## src/rtl/pcp_pkg.sv

```systemverilog
package pcp_pkg;
  localparam int CTR_W      = 32;
  localparam int SEL_W      = 12;
  localparam int CTRL_W     = 31;
  localparam int BIT_SUP    = 1;
  localparam int BIT_USR    = 2;
  localparam int BIT_HYP    = 3;
  localparam int IE_LSB     = 4;
  localparam int LO_SEL_LSB = 6;
  localparam int UP_SEL_LSB = 19;

  typedef enum logic [1:0] {
    MODE_USR  = 2'd0,
    MODE_SUP  = 2'd1,
    MODE_HYP  = 2'd2,
    MODE_NONE = 2'd3
  } mode_e;

  function automatic logic [CTRL_W-1:0] ctrl_mask();
    logic [CTRL_W-1:0] m;
    m = '0;
    m[BIT_SUP] = 1'b1;
    m[BIT_USR] = 1'b1;
    m[BIT_HYP] = 1'b1;
    m[IE_LSB +: 2] = 2'b11;
    m[LO_SEL_LSB +: SEL_W] = '1;
    m[UP_SEL_LSB +: SEL_W] = '1;
    return m;
  endfunction
endpackage

```

## src/rtl/pcp_ctrl.sv

```systemverilog
module pcp_ctrl
  import pcp_pkg::*;
(
  input  logic                   clk_i,
  input  logic                   rst_ni,
  input  logic                   wr_i,
  input  logic [CTRL_W-1:0]      wr_data_i,
  input  logic [1:0]             mode_i,
  input  logic [1:0]             wrap_i,
  output logic                   cnt_en_o,
  output logic [1:0][SEL_W-1:0]  sel_o,
  output logic [1:0]             ovf_o,
  output logic                   irq_o,
  output logic [CTRL_W-1:0]      ctrl_o
);
  localparam logic [CTRL_W-1:0] MASK = ctrl_mask();

  logic [CTRL_W-1:0] ctrl_q;
  logic [1:0]        ovf_q;

  always_ff @(posedge clk_i or negedge rst_ni) begin
    if (!rst_ni) begin
      ctrl_q <= '0;
      ovf_q  <= '0;
    end else begin
      if (wr_i) ctrl_q <= wr_data_i & MASK;
      // a wrap coinciding with the clearing write survives
      ovf_q <= (wr_i ? 2'b00 : ovf_q) | wrap_i;
    end
  end

  always_comb begin
    unique case (mode_e'(mode_i))
      MODE_USR: cnt_en_o = ctrl_q[BIT_USR];
      MODE_SUP: cnt_en_o = ctrl_q[BIT_SUP];
      MODE_HYP: cnt_en_o = ctrl_q[BIT_HYP];
      default:  cnt_en_o = 1'b0;
    endcase
  end

  assign sel_o[0] = ctrl_q[LO_SEL_LSB +: SEL_W];
  assign sel_o[1] = ctrl_q[UP_SEL_LSB +: SEL_W];
  assign ovf_o    = ovf_q;
  assign irq_o    = |(ovf_q & ctrl_q[IE_LSB +: 2]);
  assign ctrl_o   = ctrl_q;

  AST_OVF_ON_WRAP: assert property (@(posedge clk_i) disable iff (!rst_ni)
    (wrap_i != 2'b00) |=> ((ovf_q & $past(wrap_i)) == $past(wrap_i)));
  AST_OVF_QUIET: assert property (@(posedge clk_i) disable iff (!rst_ni)
    (!wr_i && wrap_i == 2'b00) |=> $stable(ovf_q));
  AST_WR_CLEARS_OVF: assert property (@(posedge clk_i) disable iff (!rst_ni)
    (wr_i && wrap_i == 2'b00) |=> (ovf_q == 2'b00));
endmodule

```

## src/rtl/pcp_counter.sv

```systemverilog
module pcp_counter #(
  parameter int CTR_W   = 32,
  parameter int SEL_W   = 12,
  parameter int NUM_EVT = 16
) (
  input  logic               clk_i,
  input  logic               rst_ni,
  input  logic [NUM_EVT-1:0] evt_i,
  input  logic [SEL_W-1:0]   sel_i,
  input  logic               cnt_en_i,
  input  logic               ld_i,
  input  logic [CTR_W-1:0]   ld_val_i,
  output logic [CTR_W-1:0]   cnt_o,
  output logic               wrap_o
);
  localparam int IDX_W = $clog2(NUM_EVT);

  logic [CTR_W-1:0] cnt_q;
  logic             sel_ok, hit, inc;

  // codes past the event vector (parking codes) never fire
  assign sel_ok = sel_i < SEL_W'(NUM_EVT);
  assign hit    = sel_ok && evt_i[sel_i[IDX_W-1:0]];
  assign inc    = cnt_en_i && hit;
  assign wrap_o = inc && !ld_i && (cnt_q == '1);

  always_ff @(posedge clk_i or negedge rst_ni) begin
    if (!rst_ni)  cnt_q <= '0;
    else if (ld_i) cnt_q <= ld_val_i;
    else if (inc)  cnt_q <= cnt_q + 1'b1;
  end

  assign cnt_o = cnt_q;

  AST_LOAD_WINS: assert property (@(posedge clk_i) disable iff (!rst_ni)
    ld_i |=> (cnt_q == $past(ld_val_i)));
  AST_HOLD_DISABLED: assert property (@(posedge clk_i) disable iff (!rst_ni)
    (!ld_i && !cnt_en_i) |=> $stable(cnt_q));
  AST_STEP_ONE: assert property (@(posedge clk_i) disable iff (!rst_ni)
    !ld_i |=> (cnt_q == $past(cnt_q) || cnt_q == $past(cnt_q) + 1'b1));
endmodule

```

## src/rtl/pcp_top.sv

```systemverilog
module pcp_top
  import pcp_pkg::*;
#(
  parameter int NUM_EVT = 16
) (
  input  logic               clk_i,
  input  logic               rst_ni,
  input  logic [NUM_EVT-1:0] evt_i,
  input  logic [1:0]         mode_i,
  input  logic               wr_en_i,
  input  logic               wr_sel_i,
  input  logic [63:0]        wr_data_i,
  input  logic               rd_sel_i,
  output logic [63:0]        rd_data_o,
  output logic               irq_o
);
  localparam int PAD_W = 64 - 2 - 1 - CTRL_W;

  logic                  ctrl_wr, cnt_wr, cnt_en;
  logic [1:0][SEL_W-1:0] sel;
  logic [1:0][CTR_W-1:0] cnt;
  logic [1:0]            wrap, ovf;
  logic [CTRL_W-1:0]     ctrl;

  assign ctrl_wr = wr_en_i &&  wr_sel_i;
  assign cnt_wr  = wr_en_i && !wr_sel_i;

  pcp_ctrl u_ctrl (
    .clk_i     (clk_i),
    .rst_ni    (rst_ni),
    .wr_i      (ctrl_wr),
    .wr_data_i (wr_data_i[CTRL_W-1:0]),
    .mode_i    (mode_i),
    .wrap_i    (wrap),
    .cnt_en_o  (cnt_en),
    .sel_o     (sel),
    .ovf_o     (ovf),
    .irq_o     (irq_o),
    .ctrl_o    (ctrl)
  );

  // index 0 = lower half, index 1 = upper half
  for (genvar g = 0; g < 2; g++) begin : g_ctr
    pcp_counter #(
      .CTR_W   (CTR_W),
      .SEL_W   (SEL_W),
      .NUM_EVT (NUM_EVT)
    ) u_ctr (
      .clk_i    (clk_i),
      .rst_ni   (rst_ni),
      .evt_i    (evt_i),
      .sel_i    (sel[g]),
      .cnt_en_i (cnt_en),
      .ld_i     (cnt_wr),
      .ld_val_i (wr_data_i[g*CTR_W +: CTR_W]),
      .cnt_o    (cnt[g]),
      .wrap_o   (wrap[g])
    );
  end

  assign rd_data_o = rd_sel_i ? {{PAD_W{1'b0}}, ovf, 1'b0, ctrl} : {cnt[1], cnt[0]};

  AST_IRQ_LOW_AFTER_CLR: assert property (@(posedge clk_i) disable iff (!rst_ni)
    (ctrl_wr && wrap == 2'b00) |=> !irq_o);
endmodule

```

## config.mk

```make
export PLATFORM = sky130hd
export DESIGN_NAME = pcp_top
export DESIGN_NICKNAME = d
export VERILOG_FILES = /design/src/rtl/pcp_pkg.sv /design/src/rtl/pcp_ctrl.sv /design/src/rtl/pcp_counter.sv /design/src/rtl/pcp_top.sv
export SDC_FILE = /design/constraint.sdc
export NUM_CORES = 1
export LEC_CHECK = 0
export ABC_CLOCK_PERIOD_IN_PS = 3350
export BUFFER_PORTS_ARGS = -buffer_cell sky130_fd_sc_hd__buf_2
export CORE_MARGIN = 2
export CORE_UTILIZATION = 49
export DETAILED_ROUTE_END_ITERATION = 7
export PLACE_DENSITY = 0.74
export SYNTH_ARGS = -nofsm -noshare
export SYNTH_HDL_FRONTEND = slang
export SYNTH_SLANG_ARGS = --single-unit
```

## constraint.sdc

```tcl
create_clock -name clk_i -period 3.35 [get_ports clk_i]
set_input_delay 0.1675 -clock clk_i [delete_from_list [all_inputs] [get_ports clk_i]]
set_output_delay 0.1675 -clock clk_i [all_outputs]
set_load 0.01 [all_outputs]
```

Word-level counts from Yosys, hierarchy flattened
Index checks and enable logic that the tools add are counted.
{ "classes": {"div": 0, "order_cmp": 4, "n_eq_ne": 4, "n_shift": 0, "multipliers": 0, "reduce_logical": 16, "n_addsub": 2, "bitwise_logic": 2, "muxes": 11} }
{ "op_table": {"columns": ["cell", "n"], "rows": [
  ["32-bit 2-to-1 mux", 4],
  ["32-bit by 1-bit adder with 32-bit output, second input constant", 2],
  ["32-bit equality test, second input constant", 2],
  ["64-bit 2-to-1 mux", 1],
  ["12-bit by 5-bit < comparator with 1-bit output, second input constant", 2],
  ["1-bit logical AND", 10],
  ["4-bit by 5-bit < comparator with 1-bit output, second input constant", 2],
  ["1-bit binary-select mux with 4-bit select", 2],
  ["2-bit nonzero test", 2],
  ["1-bit one-hot mux with 3 select lines", 1],
  ["2-bit AND", 1],
  ["2-bit by 1-bit equality test with 1-bit output, second input constant", 1],
  ["2-bit equality test, second input constant", 1],
  ["1-bit zero test", 2],
  ["2-bit zero test", 1],
  ["1-bit 2-to-1 mux", 2],
  ["2-bit 2-to-1 mux", 1],
  ["2-bit OR", 1],
  ["2-bit OR reduction", 1]
]} }
{ "totals": {"mem_count": 0, "in_bits": 87, "latch_bits": 0, "rom_bits": 0, "ff_bits": 95, "mem_bits_rw": 0} }

Logic depth before layout (Yosys ltp)
Gate-level depths: netlist of run 1.
{ "logic_depth": {"word_depth": 7, "mapped_depth": 9, "ltp_nobuf": 6} }

Cells and area by module
From an unflattened synthesis of run 1, not the netlist that was laid out.
{ "unflattened": {"hier_cells": 664, "area_unflattened_um2": 6568.8} }
{ "modules_own_cells": {"columns": ["module", "cells_per_inst", "n_inst", "area_each_um2"], "rows": [
  ["pcp_counter", 247, 2, 2150.8],
  ["pcp_ctrl", 97, 1, 1493.9],
  ["pcp_top", 73, 1, 773.2]
]} }

Worst setup path before layout of run 1
OpenSTA, ideal clock, no wires.
{ "synth_path": {"path_type": "register to register", "from": "register u_ctrl.ctrl_q[17], in the netlist u_ctrl.ctrl_o[17]", "to": "register g_ctr[0].u_ctr.cnt_q[8]", "slack_ps": 1246, "t_required_ps": 3268, "stages_incl_launch_ff": 7, "setup_ps": 82, "arrival_time_ps": 2022, "synth_period_minus_slack_ps": 2104, "cell_sequence": "dfrtp_1 or4_1 nor2_4 nand2_2 buf_2 or4b_1 a31oi_1"} }
{ "synth_between": {"elab_chain_cells": 4} }
{ "synth_rtl": {"columns": ["item", "line_no", "source"], "rows": [
  ["from (decl)", "pcp_ctrl.sv:18", "logic [CTRL_W-1:0] ctrl_q;"],
  ["from (signal assigned)", "pcp_ctrl.sv:26", "if (wr_i) ctrl_q <= wr_data_i & MASK;"],
  ["12-bit by 5-bit < comparator with 1-bit output", "pcp_counter.sv:22", "assign sel_ok = sel_i < SEL_W'(NUM_EVT);"],
  ["1-bit logical AND", "pcp_counter.sv:23", "assign hit = sel_ok && evt_i[sel_i[IDX_W-1:0]];"],
  ["1-bit logical AND", "pcp_counter.sv:24", "assign inc = cnt_en_i && hit;"],
  ["2-bit nonzero test (no source line)", null, null],
  ["to (signal assigned)", "pcp_counter.sv:29", "else if (ld_i) cnt_q <= ld_val_i;"],
  ["to (signal assigned)", "pcp_counter.sv:30", "else if (inc) cnt_q <= cnt_q + 1'b1;"],
  ["to (decl)", "pcp_counter.sv:18", "logic [CTR_W-1:0] cnt_q;"]
]} }
Every way passes these cells.
A chain may end at the register's enable or synchronous reset.

Final worst setup path of run 1
{ "layout_path": {"from": "register u_ctrl.ctrl_q[25], in the netlist u_ctrl.ctrl_o[25]", "to": "register g_ctr[1].u_ctr.cnt_q[19]"} }
{ "layout_between": {"elab_chain_cells": 4} }
{ "layout_rtl": {"columns": ["item", "line_no"], "rows": [
  ["12-bit by 5-bit < comparator with 1-bit output", "pcp_counter.sv:22"],
  ["1-bit logical AND", "pcp_counter.sv:23"],
  ["1-bit logical AND", "pcp_counter.sv:24"],
  ["2-bit nonzero test (no source line)", null],
  ["to (signal assigned)", "pcp_counter.sv:29"],
  ["to (signal assigned)", "pcp_counter.sv:30"],
  ["to (decl)", "pcp_counter.sv:18"]
]} }
Every way passes these cells.

==> flow_summary.ini, run 1 <==
[cells_and_area]
n_fill_cell = 1134
multi_input_area_sq_mm = 0.003543
regArea_sq_mm = 0.002377
final_cell_mix = 150 x buf_2, 95 x dfrtp_1, 76 x nor2_1
final_common_cell = buf_2
nets = 892
area_delta_synth_final_pct = 19.46
drive_gt1_frac = 0.3205
post-route-util = 0.5923

[cts]
clk_latency_ns = 0.36
clock_sink_count = 95
htreeDepth = 3
ctsLongestPathBuffers = 2
clkSlewWorstSetupHoldPaths_ns = 0.07
numCtsBuffers = 9
cts_resized = 0
cts_tree = yes
cts_root_buffer = clkbuf_16

[sta]
slew_headroom = 0.2345
grt_setup_unrepaired = no
final.setup.tns_ns = 0
fmax_ghz = 0.3892
finalCritPeriodShare = 0.7671
min_period_ns = 2.570
skew_ns = 0.01051
worst_pin_slew_ns = 1.148
setup_violations = 0
slew_violations = 0
hold_viol = 0

[synthesis]
syn_inst = 678
ys_ff_latch = 95
ys.flop_type = dfrtp_1
synth-async-reset-ratio = 1.000
synth_warnings = 0
syn-num-nets = 767
synthesis.area_sq_mm = 0.006206
synth_edf_count = 0
ys_seq_area_frac = 0.3831
yosys.cell_types.count = 49
syn_area_per_cell_sq_um = 9.153

[flow_run]
drv_cap = 0

[setup_path]
worstSetupEndpointType = flop
critical_path_class = flop to flop
crit_family = simple AND/OR/NAND/NOR gates
worst_path_max_delay_cell = or4_1
crit_arrival_ns = 2.84
crit_chain = or4_1 > nor2_4 > nand2_2 > or4_1 > a31oi_1
critPathMaxStageDelay_ns = 0.64
cp-start-kind = flop
crit_buf_inv = 0
path_max_fanout = 45
worstPathRequired_ns = 3.62
crit_top_cell = or4_1

[detailed_routing]
drc_errors = 0
drtAntennaViolNets = 0
via_per_inst = 6.101
num_vias = 5991
drtPass1Iterations = 5
drt-total-wl_mm = 17.02
avgRoutedWirePerCell_um = 17.33
dr.first_iter.drc_count = 564

[global_route]
grt_use_total = 0.2580
grt_max_degree = 71
grt_pass1_vias = 5577
grt_pass1_wl_mm = 27.85
gr-total-overflow = 0
grt_antenna_before_repair = 1

[floorplanning]
fp.dieH_um = 116.5
start_util = 0.4958
io_pins = 152
die_x_um = 116.5
fp.dieArea_sq_mm = 0.01358
core-area_sq_mm = 0.01252
rows = 41

[place]
hpwlAfterDp_mm = 12.06
io_buffers = 151
gp_congestion = 0.8910

[pwr]
total_leakage_power_nw = 2.960
ir_drop_uv = 329.2
p_per_area_mw_per_mm2 = 486.3

[min_path]
hold_path.class = input port to flop

[run_status]
outcome = complete, no violations
-- synth_stat cells (5+ instances only) --
library cell  count  area [sq um]
o31ai_1          52         390.4
dfrtp_1          95          2377
nand2_1          33         123.9
nor2b_1          31         193.9
or4_1            56         420.4
nand4_1          23         143.9
mux2_2           61         686.9
nor4_1            5         31.28
inv_1            18         67.56
or3_1             6         37.54
nand3_1          29         145.1
buf_2            10         50.05
a31oi_1          63         394.1
nor2_1           76         285.3
clkbuf_1         30         112.6
o21ai_0          18         90.09
-- where the power goes --
part | switching [mW] | leakage (nW) | total [mW] | internal [mW]
registers | 0.200 | 1.07 | 1.50 | 1.30
clock network | 0.449 | 0.168 | 1.20 | 0.747
logic | 0.520 | 1.72 | 0.910 | 0.390
-- worst paths after layout --
kind | start | end | slack (ns) | cells past startpoint
max | u_ctrl.ctrl_o[25] | g_ctr[1].u_ctr.cnt_o[19] | 0.78 | 5
min | wr_data_i[20] | u_ctrl.ctrl_o[20] | 0.06 | 2
max reg2reg | u_ctrl.ctrl_o[25] | g_ctr[1].u_ctr.cnt_o[19] | 0.78 | 5
min reg2reg | u_ctrl.ctrl_o[16] | u_ctrl.ctrl_o[16] | 0.53 | 1
max in group asynchronous | rst_ni | g_ctr[0].u_ctr.cnt_o[16] | 2.10 | 3
min in group asynchronous | rst_ni | g_ctr[1].u_ctr.cnt_o[27] | 0.48 | 2
-- cell type report --
class / count / share of cell area
Clock buffer: 10 / 0.03224
Inverter: 18 / 0.009114
Multi-Input combinational cell: 515 / 0.4780
Timing Repair Buffer: 164 / 0.1158
Clock inverter: 6 / 0.01451
Tap cell: 172 / 0.02903
Sequential cell: 95 / 0.3207
Antenna cell: 2 / 0.0006751
-- metrics by stage --
stage | total power, mW | setup WS [ns] | instance area, sq um | hold WS, ns | cells
2_1_floorplan | 2.096 | 1.246 | 6206 | -0.1281 | 678
3_3_place_gp | 2.377 | 0.8600 | 7052 | 0.3445 | 963
3_5_place_dp | 2.421 | 0.7687 | 7052 | 0.3458 | 963
4_1_cts | 3.619 | 0.7579 | 7408 | 0.05248 | 980
5_1_grt | 3.801 | 0.6167 | 7411 | 0.06336 | 981
6_report | 3.605 | 0.7803 | 7413 | 0.05825 | 982
-- cells by family (layout without fill, tap and decap cells) --
kind of cell,Yosys count,after routing,share of synthesized area
multiplexers,67,67,0.1284
adder cells (fa/ha/maj),2,2,0.004032
AND/OR/NAND/NOR,296,296,0.2740
buffers and inverters,68,198,0.04738
AO/OA/AOI/OAI,150,150,0.1631
other,0,2,0
flip-flops,95,95,0.3831
-- sequential cells by signal, summed over array words and instances (netlist names) --
name and cells:
g_ctr.u_ctr.cnt_o 64, u_ctrl.ctrl_o 29, u_ctrl.ovf_o 2
-- layer usage --
| metal | global-route usage | up-vias | wire [um] |
|---|---|---|---|
| li1 | - | 2868 | - |
| met1 | 0.3442 | 2902 | 7332 |
| met2 | 0.4221 | 188 | 8244 |
| met3 | 0.04100 | 33 | 1018 |
| met4 | 0.1043 | 0 | 425 |
| met5 | 0 | - | 0 |
-- timing repair --
action	CTS	global route
buffers inserted	0	0
endpoints found under the hold margin	67	0
hold buffers	1	0
Note: power is estimated with default switching activity, not from simulation.
==> run 2: changes to the inputs <==
--- a/config.mk
+++ b/config.mk
@@ -5,12 +5,12 @@
 export SDC_FILE = /design/constraint.sdc
 export NUM_CORES = 1
 export LEC_CHECK = 0
-export ABC_CLOCK_PERIOD_IN_PS = 3350
+export ABC_CLOCK_PERIOD_IN_PS = 2100
 export BUFFER_PORTS_ARGS = -buffer_cell sky130_fd_sc_hd__buf_2
 export CORE_MARGIN = 2
 export CORE_UTILIZATION = 49
 export DETAILED_ROUTE_END_ITERATION = 7
-export PLACE_DENSITY = 0.74
+export PLACE_DENSITY = 0.77
 export SYNTH_ARGS = -nofsm -noshare
 export SYNTH_HDL_FRONTEND = slang
 export SYNTH_SLANG_ARGS = --single-unit
==> constraint.sdc (replaced) <==
create_clock -name clk_i -period 2.1 [get_ports clk_i]
set_input_delay 0.105 -clock clk_i [delete_from_list [all_inputs] [get_ports clk_i]]
set_output_delay 0.105 -clock clk_i [all_outputs]
set_load 0.01 [all_outputs]
==> flow_summary.ini, run 2 (synthesis results as in run 1) <==
[global_route]
grt_antenna_before_repair = 0
gr-total-overflow = 0
grt_pass1_vias = 6228
grt_max_degree = 70
grt_use_total = 0.2907
grt_pass1_wl_mm = 31.08

[cells_and_area]
n_fill_cell = 926
nets = 990
multi_input_area_sq_mm = 0.003839
drive_gt1_frac = 0.4371
final_common_cell = buf_2
area_delta_synth_final_pct = 42.06
largest_reg_flops = 64
regArea_sq_mm = 0.002381
final_cell_mix = 150 x buf_2, 92 x dfrtp_1, 76 x nor2_1

[cts]
clk_latency_ns = 0.35
ctsLongestPathBuffers = 2
cts_tree = yes
clock_sink_count = 95
clkSlewWorstSetupHoldPaths_ns = 0.07
htreeDepth = 3
cts_root_buffer = clkbuf_16
numCtsBuffers = 9

[sta]
setup_violations = 64
fmax_ghz = 0.4387
slew_headroom = 0.5946
slew_violations = 0
final.setup.tns_ns = -4.348
hold_viol = 0
min_period_ns = 2.280
grt_setup_unrepaired = yes
finalCritPeriodShare = 1.086
worst_slack_ns = -0.1796
skew_ns = 0.01581
worst_pin_slew_ns = 0.6081

[pwr]
p_switching_mw = 2.275
switching_share = 0.3465
seq_power_share = 0.359
clockPowerShare = 0.269
pwr-share-comb = 0.372
total_leakage_power_nw = 3.696
internal-power_mw = 4.290
ir_drop_uv = 561.8
power_mw = 6.564
p_per_area_mw_per_mm2 = 744.6

[setup_path]
r2r-end = g_ctr[1].u_ctr.cnt_o[21]
r2r_cells = 6
critical_path_class = flop to flop
regToRegStartpoint = u_ctrl.ctrl_o[30]
path_max_fanout = 8
crit_arrival_ns = 2.53
worstSetupEndpointType = flop
worstPathRequired_ns = 2.35
reg2reg_setup_slack_ns = -0.18
cp-start-kind = flop

[run_status]
violations = negative setup slack
outcome = finished with violations

[floorplanning]
start_util = 0.4958
fp.dieH_um = 116.5
die_x_um = 116.5
core-area_sq_mm = 0.01252
io_pins = 152
fp.dieArea_sq_mm = 0.01358
rows = 41

[detailed_routing]
via_per_inst = 6.506
drtAntennaViolNets = 0
drt-total-wl_mm = 22.33
num_vias = 7020
drc_errors = 0
drtPass1Iterations = 7
dr.first_iter.drc_count = 733
avgRoutedWirePerCell_um = 20.70

[min_path]
hold_path.class = input port to flop
hp-start = wr_data_i[24]
holdPathEnd = u_ctrl.ctrl_o[24]
holdPathStages = 2

[place]
gp_congestion = 0.9023
io_buffers = 151
hpwlAfterDp_mm = 13.36

[flow_run]
drv_cap = 0
[run 2: cell types whose count changed in the layout (fill, tap and decap cells not counted), moves of 8 or more]
cell / change
or4_1: -23
clkbuf_16: +9
buf_4: +58
buf_6: +14
buf_12: +8
or4_4: +23
[run 2: per-layer routing]
| layer | wire, um | track usage | vias to the layer above |
|---|---|---|---|
| met5 | 0 | 0 | - |
| met4 | 869 | 0.1114 | 0 |
| met3 | 1874 | 0.04670 | 108 |
| met2 | 11010 | 0.5031 | 472 |
| met1 | 8583 | 0.3667 | 3371 |
| li1 | - | - | 3069 |
[run 2: how the worst max path moves through the flow]
stage          slack (ns)                  endpoint  depth (start not counted)               startpoint
2_1_floorplan       0.007  g_ctr[0].u_ctr.cnt_o[30]                          6  g_ctr[0].u_ctr.cnt_o[0]
3_3_place_gp        -0.01   g_ctr[1].u_ctr.cnt_o[3]                          7        u_ctrl.ctrl_o[19]
3_5_place_dp        -0.08  g_ctr[1].u_ctr.cnt_o[31]                          7        u_ctrl.ctrl_o[19]
4_1_cts             -0.07  g_ctr[1].u_ctr.cnt_o[31]                          6        u_ctrl.ctrl_o[19]
5_1_grt             -0.25  g_ctr[1].u_ctr.cnt_o[24]                          7        u_ctrl.ctrl_o[30]
6_report            -0.18  g_ctr[1].u_ctr.cnt_o[21]                          6        u_ctrl.ctrl_o[30]
[run 2: critical path, cell delays in order, from the launching register on]
cell and delay [ns]:
dfrtp_1 0.41, or4_4 0.56, nor2_4 0.18, nand2_4 0.11, clkbuf_16 0.19, or4_4 0.51
a31oi_1 0.23
[run 2: repair_timing]
action                                 in CTS  in global routing
gates resized for setup                    15                 68
pin swaps                                  16                 61
hold buffers                                3                  1
endpoints found under the hold margin      42                  1
buffers inserted                            9                 14
setup endpoints to repair                  57                 65
gates cloned                                3                  9
[run 2: through the flow]
step	hold slack (ns)	utilization	cell area (sq um)	std cells	setup WS [ns]
floorplan	-0.1906	-	6213	678	0.007162
global placement	0.1476	0.6080	7610	1023	-0.01200
detailed placement	0.1466	0.6080	7610	1023	-0.08067
CTS	0.001127	0.6534	8179	1054	-0.07472
global route	0.004524	0.7041	8813	1078	-0.2496
finish	0.005323	0.7043	8816	1079	-0.1796
[run 2: layout make-up]
type                       count  area share
timing repair buffer         262      0.2268
antenna                        1   0.0002838
multi-input combinational    515      0.4354
clock inverter                 2    0.004258
clock buffer                  14     0.03108
inverter                      18    0.007664
tap                          172     0.02441
sequential                    95      0.2701
[run 2: power by group through the flow]
stage	registers [mW]	logic [mW]	clock network, mW
after floorplan	2.30	1.05	0
after global placement	2.33	1.70	0
after detailed placement	2.35	1.77	0
after CTS	2.33	1.92	1.75
after global routing	2.39	2.58	1.85
final	2.36	2.44	1.76
==> run 3: changes to the inputs <==
--- a/config.mk
+++ b/config.mk
@@ -13,4 +13,6 @@
 export PLACE_DENSITY = 0.77
 export SYNTH_ARGS = -nofsm -noshare
 export SYNTH_HDL_FRONTEND = slang
+export SYNTH_HIERARCHICAL = 1
 export SYNTH_SLANG_ARGS = --single-unit
+export TNS_END_PERCENT = 20
==> flow_summary.ini, run 3 <==
[cts]
numCtsBuffers = 9
htreeDepth = 3
cts_tree = yes
clk_latency_ns = 0.35
clock_sink_count = 95
ctsLongestPathBuffers = 2
cts_root_buffer = clkbuf_16
clkSlewWorstSetupHoldPaths_ns = 0.06

[synthesis]
synth-simple-area-share = 0.2497
synth_warnings = 6
synth-async-reset-ratio = 1.000
ys_ff_latch = 95
syn_inst = 664
synth_top_family_by_area = simple AND/OR/NAND/NOR gates
synth_edf_count = 0
ys_seq_area_frac = 0.3619
netlist.area_leader.share = 0.3619
synth-compound-area-share = 0.07981
yosys.area.top_type = dfrtp_1
synth_most_common_cell = dfrtp_1
synth_area_leaders = dfrtp_1 36%, mux2_4 13%, xor2_1 4.0%
synth_xor_area_frac = 0.04800
ys.flop_type = dfrtp_1
yosys.area_share.adder = 0.003810
synth_top_cells_by_count = 95 x dfrtp_1, 64 x nand2_1, 58 x mux2_4, 45 x o21ai_0, 40 x nor2b_1
yosys.cell_types.count = 46
synthesis.area_sq_mm = 0.006569
syn_area_per_cell_sq_um = 9.893
muxShareOfSynthArea = 0.1829

[setup_path]
cp-start-kind = flop
crit_arrival_ns = 2.56
critical_path_class = flop to flop
r2r_cells = 5
r2r-end = g_ctr[1].u_ctr/cnt_o[31]
worstPathRequired_ns = 2.33
path_max_fanout = 5
worstSetupEndpointType = flop
reg2reg_setup_slack_ns = -0.23
regToRegStartpoint = u_ctrl/ctrl_o[21]

[cells_and_area]
drive_gt1_frac = 0.3586
largest_reg_flops = 64
final_cell_mix = 150 x buf_2, 93 x dfrtp_1, 63 x nand2_1
n_fill_cell = 1108
nets = 941
n_antenna_cell = 0
area_delta_synth_final_pct = 24.17
fin_area_sq_mm = 0.008157
final_common_cell = buf_2

[pwr]
pwr-share-comb = 0.292
power_mw = 5.469
clockPowerShare = 0.275
total_leakage_power_nw = 3.619
internal-power_mw = 3.766
switching_share = 0.3113
ir_drop_uv = 569.0
p_switching_mw = 1.703
p_per_area_mw_per_mm2 = 670.5
seq_power_share = 0.433

[place]
hpwlAfterDp_mm = 12.89
io_buffers = 151
gp_congestion = 0.8802
post_dp_cell_area_sq_mm = 0.007472
post-place-ws_ns = -0.2975

[detailed_routing]
drt-total-wl_mm = 17.82
drtAntennaViolNets = 0
wl_met3_mm = 1.063
num_vias = 5838
drtPass1Iterations = 5
drc_errors = 0
wl_met1_mm = 7.584
via_per_inst = 5.657
top_layer = met4
avgRoutedWirePerCell_um = 17.27
dr.first_iter.drc_count = 442
wl_met2_mm = 8.705

[min_path]
hp-start = wr_data_i[54]
holdPathStages = 3
hold_path.class = input port to flop
holdPathEnd = g_ctr[1].u_ctr/cnt_o[22]

[sta]
worst_slack_ns = -0.2289
skew_ns = 0.009023
setup_violations = 66
final.setup.tns_ns = -7.158
hold_viol = 0
slew_headroom = 0.5818
finalCritPeriodShare = 1.109
slew_violations = 0
fmax_ghz = 0.4294
grt_setup_unrepaired = yes
worst_pin_slew_ns = 0.6265
whs_ns = 0.008692
min_period_ns = 2.329

[global_route]
grt_max_degree = 65
gr-total-overflow = 0
grt_pass1_wl_mm = 28.78
grt_antenna_before_repair = 0
grt_pass1_vias = 5735
grt_use_total = 0.2518

[floorplanning]
io_pins = 152
core-area_sq_mm = 0.01319
start_util = 0.4980
die_x_um = 119.8
rows = 42
fp.dieH_um = 119.8
fp.dieArea_sq_mm = 0.01435

[run_status]
violations = negative setup slack
outcome = finished with violations

[flow_run]
drv_cap = 0
run 3: cell types whose count changed in the layout (fill, tap and decap cells not counted), moves of 30 or more:
cell / delta
mux2_4: +58
mux2_2: -57
o31ai_1: -44
nor2_1: -42
a31oi_1: -41
dlygate4sd3_1: +32
nand2_1: +30
xor2_1: +30
run 3: cell families (layout without fill, tap and decap cells):
family	count (synthesis)	count (layout)
AO/OA/AOI/OAI	88	88
XOR/XNOR	36	36
adder cells (fa/ha/maj)	2	2
buffers and inverters	73	264
flip-flops	95	95
multiplexers	75	75
other	1	2
AND/OR/NAND/NOR	294	294
run 3: area by class of cell:
| cell class | count | area [sq um] | area share |
|---|---|---|---|
| clock inverters | 1 | 5.005 | 0.0006136 |
| repair buffers | 238 | 1525 | 0.1870 |
| multi-input cells | 497 | 3729 | 0.4571 |
| well taps | 176 | 220.2 | 0.02700 |
| inverters | 11 | 43.79 | 0.005369 |
| flip-flops and latches | 95 | 2380 | 0.2918 |
| clock buffers | 14 | 254.0 | 0.03114 |
run 3: timing repair:
item / CTS / global route
hold endpoints to repair: 82 / 0
hold buffers: 36 / 0
setup endpoints to repair: 66 / 66
setup buffers: 1 / 2
pin swaps: 13 / 12
gates resized for setup: 21 / 5
run 3: worst max-delay path by stage:
stage / startpoint / end / slack (ns) / cells after the start
2_1_floorplan: u_ctrl/ctrl_o[8] / g_ctr[0].u_ctr/cnt_o[31] / -0.09 / 6
3_3_place_gp: u_ctrl/ctrl_o[21] / g_ctr[1].u_ctr/cnt_o[31] / -0.21 / 5
3_5_place_dp: u_ctrl/ctrl_o[21] / g_ctr[1].u_ctr/cnt_o[1] / -0.30 / 6
4_1_cts: u_ctrl/ctrl_o[8] / g_ctr[0].u_ctr/cnt_o[31] / -0.23 / 5
5_1_grt: u_ctrl/ctrl_o[8] / g_ctr[0].u_ctr/cnt_o[11] / -0.29 / 6
6_report: u_ctrl/ctrl_o[21] / g_ctr[1].u_ctr/cnt_o[31] / -0.23 / 5
run 3: stage by stage:
stage | cells | utilization
finish | 1032 | 0.6184
global route | 1032 | 0.6184
CTS | 1030 | 0.6162
detailed placement | 978 | 0.5665
global placement | 978 | 0.5665
floorplan | 665 | -
run 3: power by group through the flow:
stage / clock network, mW / logic, mW / registers [mW]
finish: 1.51 / 1.60 / 2.37
CTS: 1.54 / 1.57 / 2.36
global placement: 0 / 1.45 / 2.38
floorplan: 0 / 1.11 / 2.29
global route: 1.60 / 1.73 / 2.41
detailed placement: 0 / 1.48 / 2.39
run 3: metal layers:
metal / GRT usage / vias up
met5: 0 / -
met4: 0.09632 / 0
met3: 0.04373 / 37
met2: 0.4186 / 228
met1: 0.3288 / 2807
li1: - / 2766
run 3: worst max-delay path, cell delays in order, from the launching register on:
cell and delay, ns:
dfrtp_2 0.44, mux4_2 0.51, mux4_2 0.59, and3_4 0.21, and3_4 0.14, a221o_1 0.31
